[src/rtl/dpll_pkg.sv]
package dpll_pkg;

  typedef enum logic [1:0] {
    CORR_NONE = 2'd0,
    CORR_UP   = 2'd1,
    CORR_DOWN = 2'd2
  } corr_e;

endpackage

[src/rtl/dpll_ref_sel.sv]
module dpll_ref_sel #(
  parameter int NUM_REFS    = 3,
  parameter int SYNC_STAGES = 2,
  localparam int SEL_W      = $clog2(NUM_REFS + 1)
) (
  input  logic                clk,
  input  logic                rst_n,
  input  logic [SEL_W-1:0]    mode,
  input  logic [NUM_REFS-1:0] refs,
  output logic                ref_edge
);

  logic [SYNC_STAGES-1:0] sync_q [NUM_REFS];
  logic                   sel;
  logic                   sel_prev_q;

  // one synchroniser chain per candidate input
  for (genvar g = 0; g < NUM_REFS; g++) begin : g_sync
    always_ff @(posedge clk) begin
      if (!rst_n) sync_q[g] <= '0;
      else        sync_q[g] <= {sync_q[g][SYNC_STAGES-2:0], refs[g]};
    end
  end

  // mode 0 selects nothing; mode k picks candidate k-1
  always_comb begin
    sel = 1'b0;
    for (int k = 0; k < NUM_REFS; k++) begin
      if (mode == SEL_W'(k + 1)) sel = sync_q[k][SYNC_STAGES-1];
    end
  end

  always_ff @(posedge clk) begin
    if (!rst_n) sel_prev_q <= 1'b0;
    else        sel_prev_q <= sel;
  end

  assign ref_edge = sel & ~sel_prev_q;

endmodule

[src/rtl/dpll_phase_cmp.sv]
module dpll_phase_cmp
  import dpll_pkg::*;
#(
  parameter int FRAME_CLKS  = 2048,
  parameter int DEAD_BAND   = 1,
  parameter int MISS_FRAMES = 2,
  localparam int POS_W      = $clog2(2 * FRAME_CLKS),
  localparam int MISS_W     = $clog2(MISS_FRAMES + 2)
) (
  input  logic  clk,
  input  logic  rst_n,
  input  logic  ref_edge,
  input  logic  frame_tick,
  input  logic  corr_take,
  output corr_e pend,
  output logic  lost
);

  localparam logic [POS_W-1:0]  POS_MAX  = {POS_W{1'b1}};
  localparam logic [POS_W-1:0]  HALF     = POS_W'(FRAME_CLKS / 2);
  localparam logic [POS_W-1:0]  DEAD     = POS_W'(DEAD_BAND);
  localparam logic [POS_W-1:0]  LATE_LIM = POS_W'(FRAME_CLKS - DEAD_BAND);
  localparam logic [MISS_W-1:0] MISS_LIM = MISS_W'(MISS_FRAMES);
  localparam logic [MISS_W-1:0] MISS_TOP = MISS_W'(MISS_FRAMES + 1);

  logic [POS_W-1:0]  since_q;
  logic [POS_W-1:0]  cur;
  logic [MISS_W-1:0] miss_q;
  corr_e             decide;
  corr_e             pend_q;

  // clocks elapsed since the most recent local tick (0 on the tick itself)
  always_comb begin
    if (frame_tick)            cur = '0;
    else if (since_q == POS_MAX) cur = since_q;
    else                       cur = since_q + POS_W'(1);
  end

  always_ff @(posedge clk) begin
    if (!rst_n) since_q <= '0;
    else        since_q <= cur;
  end

  // early half of the frame: local tick led the reference -> retard
  // late half: reference leads the next local tick -> advance
  always_comb begin
    decide = CORR_NONE;
    if (cur <= HALF) begin
      if (cur > DEAD) decide = CORR_DOWN;
    end else if (cur < LATE_LIM) begin
      decide = CORR_UP;
    end
  end

  // frames without a reference edge; starts out lost
  always_ff @(posedge clk) begin
    if (!rst_n)                               miss_q <= MISS_TOP;
    else if (ref_edge)                        miss_q <= '0;
    else if (frame_tick && miss_q != MISS_TOP) miss_q <= miss_q + MISS_W'(1);
  end

  assign lost = (miss_q > MISS_LIM);

  always_ff @(posedge clk) begin
    if (!rst_n)        pend_q <= CORR_NONE;
    else if (lost)     pend_q <= CORR_NONE;
    else if (ref_edge) pend_q <= decide;
    else if (corr_take) pend_q <= CORR_NONE;
  end

  assign pend = pend_q;

endmodule

[src/rtl/dpll_divider.sv]
module dpll_divider
  import dpll_pkg::*;
#(
  parameter int NOM_DIV   = 4,
  parameter int FRAME_DIV = 512,
  localparam int CNT_W    = $clog2(NOM_DIV + 2),
  localparam int EN_W     = $clog2(FRAME_DIV)
) (
  input  logic  clk,
  input  logic  rst_n,
  input  corr_e pend,
  output logic  clk4_en,
  output logic  frame_tick,
  output logic  corr_take,
  output corr_e take_dir
);

  localparam logic [CNT_W-1:0] TC_NOM  = CNT_W'(NOM_DIV - 1);
  localparam logic [CNT_W-1:0] TC_UP   = CNT_W'(NOM_DIV - 2);
  localparam logic [CNT_W-1:0] TC_DOWN = CNT_W'(NOM_DIV);
  localparam logic [EN_W-1:0]  EN_LAST = EN_W'(FRAME_DIV - 1);

  logic [CNT_W-1:0] cnt_q;
  logic [CNT_W-1:0] tc_q;
  logic [CNT_W-1:0] tc_nxt;
  logic [EN_W-1:0]  en_cnt_q;
  logic             used_q;

  assign clk4_en    = (cnt_q == tc_q);
  assign frame_tick = clk4_en && (en_cnt_q == EN_LAST);

  // a divide cycle starting at a tick belongs to the new frame
  assign corr_take = clk4_en && (pend != CORR_NONE) && (!used_q || frame_tick);
  assign take_dir  = pend;

  always_comb begin
    tc_nxt = TC_NOM;
    if (corr_take) tc_nxt = (pend == CORR_UP) ? TC_UP : TC_DOWN;
  end

  always_ff @(posedge clk) begin
    if (!rst_n) begin
      cnt_q    <= '0;
      tc_q     <= TC_NOM;
      en_cnt_q <= '0;
    end else if (clk4_en) begin
      cnt_q    <= '0;
      tc_q     <= tc_nxt;
      en_cnt_q <= frame_tick ? '0 : en_cnt_q + EN_W'(1);
    end else begin
      cnt_q    <= cnt_q + CNT_W'(1);
    end
  end

  always_ff @(posedge clk) begin
    if (!rst_n)          used_q <= 1'b0;
    else if (corr_take)  used_q <= 1'b1;
    else if (frame_tick) used_q <= 1'b0;
  end

  AST_MIN_GAP: assert property (@(posedge clk) disable iff (!rst_n)
    clk4_en |=> !clk4_en ##1 !clk4_en);

endmodule

[src/rtl/dpll_lock_mon.sv]
module dpll_lock_mon
  import dpll_pkg::*;
#(
  parameter int LOCK_FRAMES = 16,
  parameter int UNLOCK_RUN  = 4,
  localparam int QW         = $clog2(LOCK_FRAMES + 1),
  localparam int RW         = $clog2(UNLOCK_RUN + 1)
) (
  input  logic  clk,
  input  logic  rst_n,
  input  logic  frame_tick,
  input  logic  corr_take,
  input  corr_e take_dir,
  input  logic  lost,
  output logic  locked
);

  localparam logic [QW-1:0] Q_LIM = QW'(LOCK_FRAMES);
  localparam logic [RW-1:0] R_LIM = RW'(UNLOCK_RUN);

  logic          seen_q;
  corr_e         dir_q;
  corr_e         prev_dir_q;
  logic [QW-1:0] quiet_q;
  logic [QW-1:0] quiet_nxt;
  logic [RW-1:0] run_q;
  logic [RW-1:0] run_nxt;
  logic          locked_q;

  always_comb begin
    quiet_nxt = (quiet_q == Q_LIM) ? quiet_q : quiet_q + QW'(1);
    if (run_q != '0 && dir_q == prev_dir_q)
      run_nxt = (run_q == R_LIM) ? run_q : run_q + RW'(1);
    else
      run_nxt = RW'(1);
  end

  always_ff @(posedge clk) begin
    if (!rst_n || lost) begin
      seen_q     <= 1'b0;
      dir_q      <= CORR_NONE;
      prev_dir_q <= CORR_NONE;
      quiet_q    <= '0;
      run_q      <= '0;
      locked_q   <= 1'b0;
    end else begin
      if (corr_take)       seen_q <= 1'b1;
      else if (frame_tick) seen_q <= 1'b0;
      if (corr_take) dir_q <= take_dir;
      if (frame_tick) begin
        if (seen_q) begin
          quiet_q    <= '0;
          run_q      <= run_nxt;
          prev_dir_q <= dir_q;
          if (run_nxt >= R_LIM) locked_q <= 1'b0;
        end else begin
          run_q   <= '0;
          quiet_q <= quiet_nxt;
          if (quiet_nxt >= Q_LIM) locked_q <= 1'b1;
        end
      end
    end
  end

  assign locked = locked_q;

  AST_ONE_PER_FRAME: assert property (@(posedge clk) disable iff (!rst_n)
    corr_take && !frame_tick && !lost |-> !seen_q);

  AST_LOCK_AT_TICK: assert property (@(posedge clk) disable iff (!rst_n)
    $rose(locked) |-> $past(frame_tick));

endmodule

[src/rtl/dpll_8k.sv]
module dpll_8k
  import dpll_pkg::*;
#(
  parameter int NOM_DIV     = 4,
  parameter int FRAME_DIV   = 512,
  parameter int DEAD_BAND   = 1,
  parameter int LOCK_FRAMES = 16,
  parameter int UNLOCK_RUN  = 4,
  parameter int MISS_FRAMES = 2,
  parameter int SYNC_STAGES = 2
) (
  input  logic       clk,
  input  logic       rst_n,
  input  logic [1:0] mode,
  input  logic       ref_a,
  input  logic       ref_b,
  input  logic       ref_c,
  output logic       clk4_en,
  output logic       frame_tick,
  output logic       locked
);

  localparam int FRAME_CLKS = NOM_DIV * FRAME_DIV;

  logic  ref_edge;
  logic  lost;
  logic  corr_take;
  corr_e pend;
  corr_e take_dir;

  dpll_ref_sel #(
    .NUM_REFS   (3),
    .SYNC_STAGES(SYNC_STAGES)
  ) u_sel (
    .clk     (clk),
    .rst_n   (rst_n),
    .mode    (mode),
    .refs    ({ref_c, ref_b, ref_a}),
    .ref_edge(ref_edge)
  );

  dpll_phase_cmp #(
    .FRAME_CLKS (FRAME_CLKS),
    .DEAD_BAND  (DEAD_BAND),
    .MISS_FRAMES(MISS_FRAMES)
  ) u_cmp (
    .clk       (clk),
    .rst_n     (rst_n),
    .ref_edge  (ref_edge),
    .frame_tick(frame_tick),
    .corr_take (corr_take),
    .pend      (pend),
    .lost      (lost)
  );

  dpll_divider #(
    .NOM_DIV  (NOM_DIV),
    .FRAME_DIV(FRAME_DIV)
  ) u_div (
    .clk       (clk),
    .rst_n     (rst_n),
    .pend      (pend),
    .clk4_en   (clk4_en),
    .frame_tick(frame_tick),
    .corr_take (corr_take),
    .take_dir  (take_dir)
  );

  dpll_lock_mon #(
    .LOCK_FRAMES(LOCK_FRAMES),
    .UNLOCK_RUN (UNLOCK_RUN)
  ) u_lock (
    .clk       (clk),
    .rst_n     (rst_n),
    .frame_tick(frame_tick),
    .corr_take (corr_take),
    .take_dir  (take_dir),
    .lost      (lost),
    .locked    (locked)
  );

  AST_TICK_ON_EN: assert property (@(posedge clk) disable iff (!rst_n)
    frame_tick |-> clk4_en);

  AST_LOST_NO_LOCK: assert property (@(posedge clk) disable iff (!rst_n)
    lost |=> !locked);

  AST_FROZEN_NOMINAL: assert property (@(posedge clk) disable iff (!rst_n)
    lost && $past(lost) && clk4_en |=> !clk4_en ##1 !clk4_en ##1 !clk4_en ##1 clk4_en);

endmodule

[config.mk]
export PLATFORM = sky130hd
export DESIGN_NAME = dpll_8k
export DESIGN_NICKNAME = d
export VERILOG_FILES = /design/src/rtl/dpll_pkg.sv /design/src/rtl/dpll_ref_sel.sv /design/src/rtl/dpll_phase_cmp.sv /design/src/rtl/dpll_divider.sv /design/src/rtl/dpll_lock_mon.sv /design/src/rtl/dpll_8k.sv
export SDC_FILE = /design/constraint.sdc
export NUM_CORES = 1
export LEC_CHECK = 0
export ABC_AREA = 1
export CORE_UTILIZATION = 45
export CTS_BUF_LIST = sky130_fd_sc_hd__clkbuf_16
export DETAILED_ROUTE_END_ITERATION = 12
export GPL_TIMING_DRIVEN = 0
export PLACE_DENSITY = 0.73
export SYNTH_ARGS = -nofsm -noshare
export SYNTH_HDL_FRONTEND = slang
export SYNTH_HIERARCHICAL = 1
export SYNTH_SLANG_ARGS = --single-unit
[constraint.sdc]
create_clock -name clk -period 2.6 [get_ports clk]
set_input_delay 0.52 -clock clk [delete_from_list [all_inputs] [get_ports clk]]
set_output_delay 0.52 -clock clk [all_outputs]
set_load 0.02 [all_outputs]
==> flow_metrics.py <==
metrics = {
    "outcome": {
        "outcome": "complete, no violations",
    },
    "setup_path": {
        "cp-startpoint": "u_div/en_cnt_q[0]",
        "critPathCaptureType": "output pin",
        "endpoint": "frame_tick",
        "path_class": "flip-flop to output pin",
        "rr_worst_depth": 15,
        "timing.critical_path.from_type": "flip-flop",
        "crit_required_ps": 2080,
        "timing.critical_path.fanout_max": 5,
        "r2r_start": "u_div/en_cnt_q[0]",
        "reg2reg_slack_ps": 180,
        "critical_path_arrival_ps": 1970,
        "rr_endpoint": "u_cmp/pend[1]",
    },
    "clocking": {
        "number_of_hold_buffers_added_after_cts": 0,
        "clk_pin_slew_worst_paths_ps": 70,
        "insertion_delay_to_the_later_sink_of_the_worst_skew_pair_ps": 290,
        "cts.path.max_buffers": 2,
        "cts.htree.levels": 2,
        "cts.sinks": 53,
        "tritoncts": "done",
        "cts_root_buf": "sky130_fd_sc_hd__clkbuf_16",
        "cts_inserted_buffers": 5,
    },
    "global_route": {
        "track_usage": 0.169,
        "grt_pass1_vias": 2316,
        "grt_overflow": 0,
        "grt_antenna_before_repair": 0,
        "first_pass_grt_wire_length_mm": 9.73,
        "grt_max_degree": 17,
    },
    "timing": {
        "report.final.slew_viol_count": 0,
        "report.final.setup_viol": 0,
        "report.final.hold_viol_count": 0,
        "finalClockSkew_ps": 3.43,
        "max_freq_ghz": 0.402,
        "min_period_over_period": 0.957,
        "worst_slew_margin_rel": 0.566,
        "period_needed_ps": 2490,
        "worstMarginPinSlew_ps": 649,
    },
    "placed_design": {
        "place_congestion": 0.825,
        "dp_area_um2": 3150,
        "numPortBuffers": 9,
        "hpwl_mm": 4.15,
    },
    "yosys": {
        "syn_inst": 427,
        "synthesis.area_per_instance_um2": 6.94,
        "synth_sequential_area_ratio": 0.358,
        "synth_top_cells_by_area": "sky130_fd_sc_hd__dfxtp_1 (36%), sky130_fd_sc_hd__nand2_1 (14%), sky130_fd_sc_hd__inv_1 (8.1%)",
        "ys_seq_elements": 53,
        "ys.warnings.count": 6,
        "async_reset_ff_frac": 0,
        "synth_area_um2": 2970,
        "netlist_top_cells_count": "sky130_fd_sc_hd__nand2_1 (107), sky130_fd_sc_hd__inv_1 (64), sky130_fd_sc_hd__dfxtp_1 (53)",
        "synthDominantCellAreaShare": 0.358,
        "synth-main-ff-cell": "sky130_fd_sc_hd__dfxtp_1",
        "synth-edff-count": 0,
        "synthMostInstantiatedCell": "sky130_fd_sc_hd__nand2_1",
        "ys_types": 39,
        "yosysTopAreaCell": "sky130_fd_sc_hd__dfxtp_1",
        "synth_fp_nets": 443,
    },
    "cells_and_area": {
        "finalCoreUtilization": 0.531,
        "areaGrowthSynthToFinish_pct": 13.7,
        "number_of_nets_in_the_layout": 461,
        "final_layout_size_suffix_gt1_frac": 0.161,
        "post-route-cell-area_um2": 3370,
        "antennaDiodeCount": 0,
    },
    "drt": {
        "via_per_inst": 4.86,
        "drt-wirelength-per-cell_um": 10.5,
        "drc_errors": 0,
        "drt_wl_total_mm": 5.47,
        "initial_drc_count": 88,
        "detail_route.first_pass.iterations": 4,
        "route.vias.total": 2542,
        "route.antenna.remaining_nets": 0,
    },
    "pwr": {
        "ir_worst_vdd_mv": 0.347,
        "leakage_uw": 0.00149,
        "pwr_density_cell_nw_per_um2": 478,
    },
    "min_path": {
        "worst_hold_path_type": "flip-flop to flip-flop",
    },
    "floorplan": {
        "rows": 29,
        "core_um2": 6350,
        "start_util": 0.467,
        "floorplan.die_area_um2": 6920,
        "io-pin-count": 10,
        "floorplan.die.width_um": 83.2,
        "die_ht_um": 83.2,
    },
    "run": {
        "cap_viol_max_count": 0,
    },
}
-- critical path, cell delays in order, from the launching register on --
cell	delay (ps)
sky130_fd_sc_hd__dfxtp_4	380
sky130_fd_sc_hd__ha_4	150
sky130_fd_sc_hd__nand3_2	110
sky130_fd_sc_hd__nor4_4	300
sky130_fd_sc_hd__ha_2	250
sky130_fd_sc_hd__nand4_4	130
sky130_fd_sc_hd__inv_2	110
sky130_fd_sc_hd__buf_4	110
sky130_fd_sc_hd__buf_2	150
-- layout by cell type (no fill, tap or decap), types with 12 or more instances in the layout --
cell | Yosys | routed
sky130_fd_sc_hd__a21oi_1 | 20 | 19
sky130_fd_sc_hd__nor2_1 | 50 | 49
sky130_fd_sc_hd__nand2_2 | 10 | 12
sky130_fd_sc_hd__dfxtp_1 | 53 | 51
sky130_fd_sc_hd__nand3_1 | 35 | 34
sky130_fd_sc_hd__inv_1 | 64 | 63
sky130_fd_sc_hd__nand2_1 | 107 | 105
-- report_power, final --
| group | leakage (uW) | internal, uW | switching [uW] | total, uW |
|---|---|---|---|---|
| registers | 0.000431 | 829 | 13.9 | 843 |
| clock network | 0.0000672 | 353 | 286 | 639 |
| logic | 0.000987 | 50.2 | 79.0 | 129 |
-- kinds of logic after synthesis --
logic type,synth area share
AOI/OAI and AO/OA,0.0755
and+or+nand+nor,0.397
xor gates and xnor gates,0.0262
DFF,0.358
buffers and inverters,0.105
adders and majority gates,0.0380
-- sequential cells by signal, indices dropped and copies added, names as in the netlist --
name	cells
u_div/tc_q	3
u_cmp/pend	2
u_lock/locked	1
u_lock/quiet_q	5
u_lock/seen_q	1
u_lock/prev_dir_q	2
u_sel/sel_prev_q	1
u_div/cnt_q	3
u_lock/dir_q	2
u_div/en_cnt_q	9
u_cmp/miss_q	2
u_lock/run_q	3
u_div/used_q	1
u_sel/sync_q	6
u_cmp/since_q	12
-- through the flow --
| step | std cells | setup TNS, ps | setup WS, ps | hold slack, ps | total power [uW] |
|---|---|---|---|---|---|
| global route | 523 | -16.9 | -14.1 | 430 | 1690 |
| finish | 523 | 0 | 111 | 409 | 1610 |
| global placement | 513 | -263 | -91.8 | 390 | 984 |
| detailed placement | 513 | -279 | -106 | 398 | 988 |
| floorplan | 427 | 0 | 182 | 386 | 951 |
| CTS | 521 | 0 | 23.3 | 412 | 1630 |
-- worst min-delay path by stage --
stage                       startpoint  depth (start not counted)            endpoint
floorplan           u_sel/sync_q[0][0]                          2  u_sel/sync_q[0][1]
global placement    u_sel/sync_q[0][0]                          2  u_sel/sync_q[0][1]
detailed placement  u_sel/sync_q[1][0]                          2  u_sel/sync_q[1][1]
CTS                 u_sel/sync_q[0][0]                          2  u_sel/sync_q[0][1]
global route        u_sel/sync_q[2][0]                          2  u_sel/sync_q[2][1]
finish              u_sel/sync_q[0][0]                          2  u_sel/sync_q[0][1]
-- per-layer routing --
layer | track usage | vias to the layer above | routed length [um]
li1 | - | 1378 | -
met1 | 0.222 | 1112 | 2700
met2 | 0.282 | 47 | 2480
met3 | 0.0298 | 5 | 229
met4 | 0.0517 | 0 | 63
met5 | 0 | - | 0
-- repair_timing --
item,CTS,global route
gates resized for setup,7,16
buffers inserted,0,2
pin swaps,0,4
setup endpoints to repair,3,3
-- area by class of cell --
type / count / area (um2)
buffer: 6 / 52.6
clock buffer: 5 / 125
clock inverter: 3 / 18.8
fill: 592 / 2980
inverter: 69 / 267
multi-input combinational: 299 / 1650
sequential: 53 / 1070
tap: 77 / 96.3
timing repair buffer: 11 / 100
Note: power is estimated with default switching activity, not from simulation.
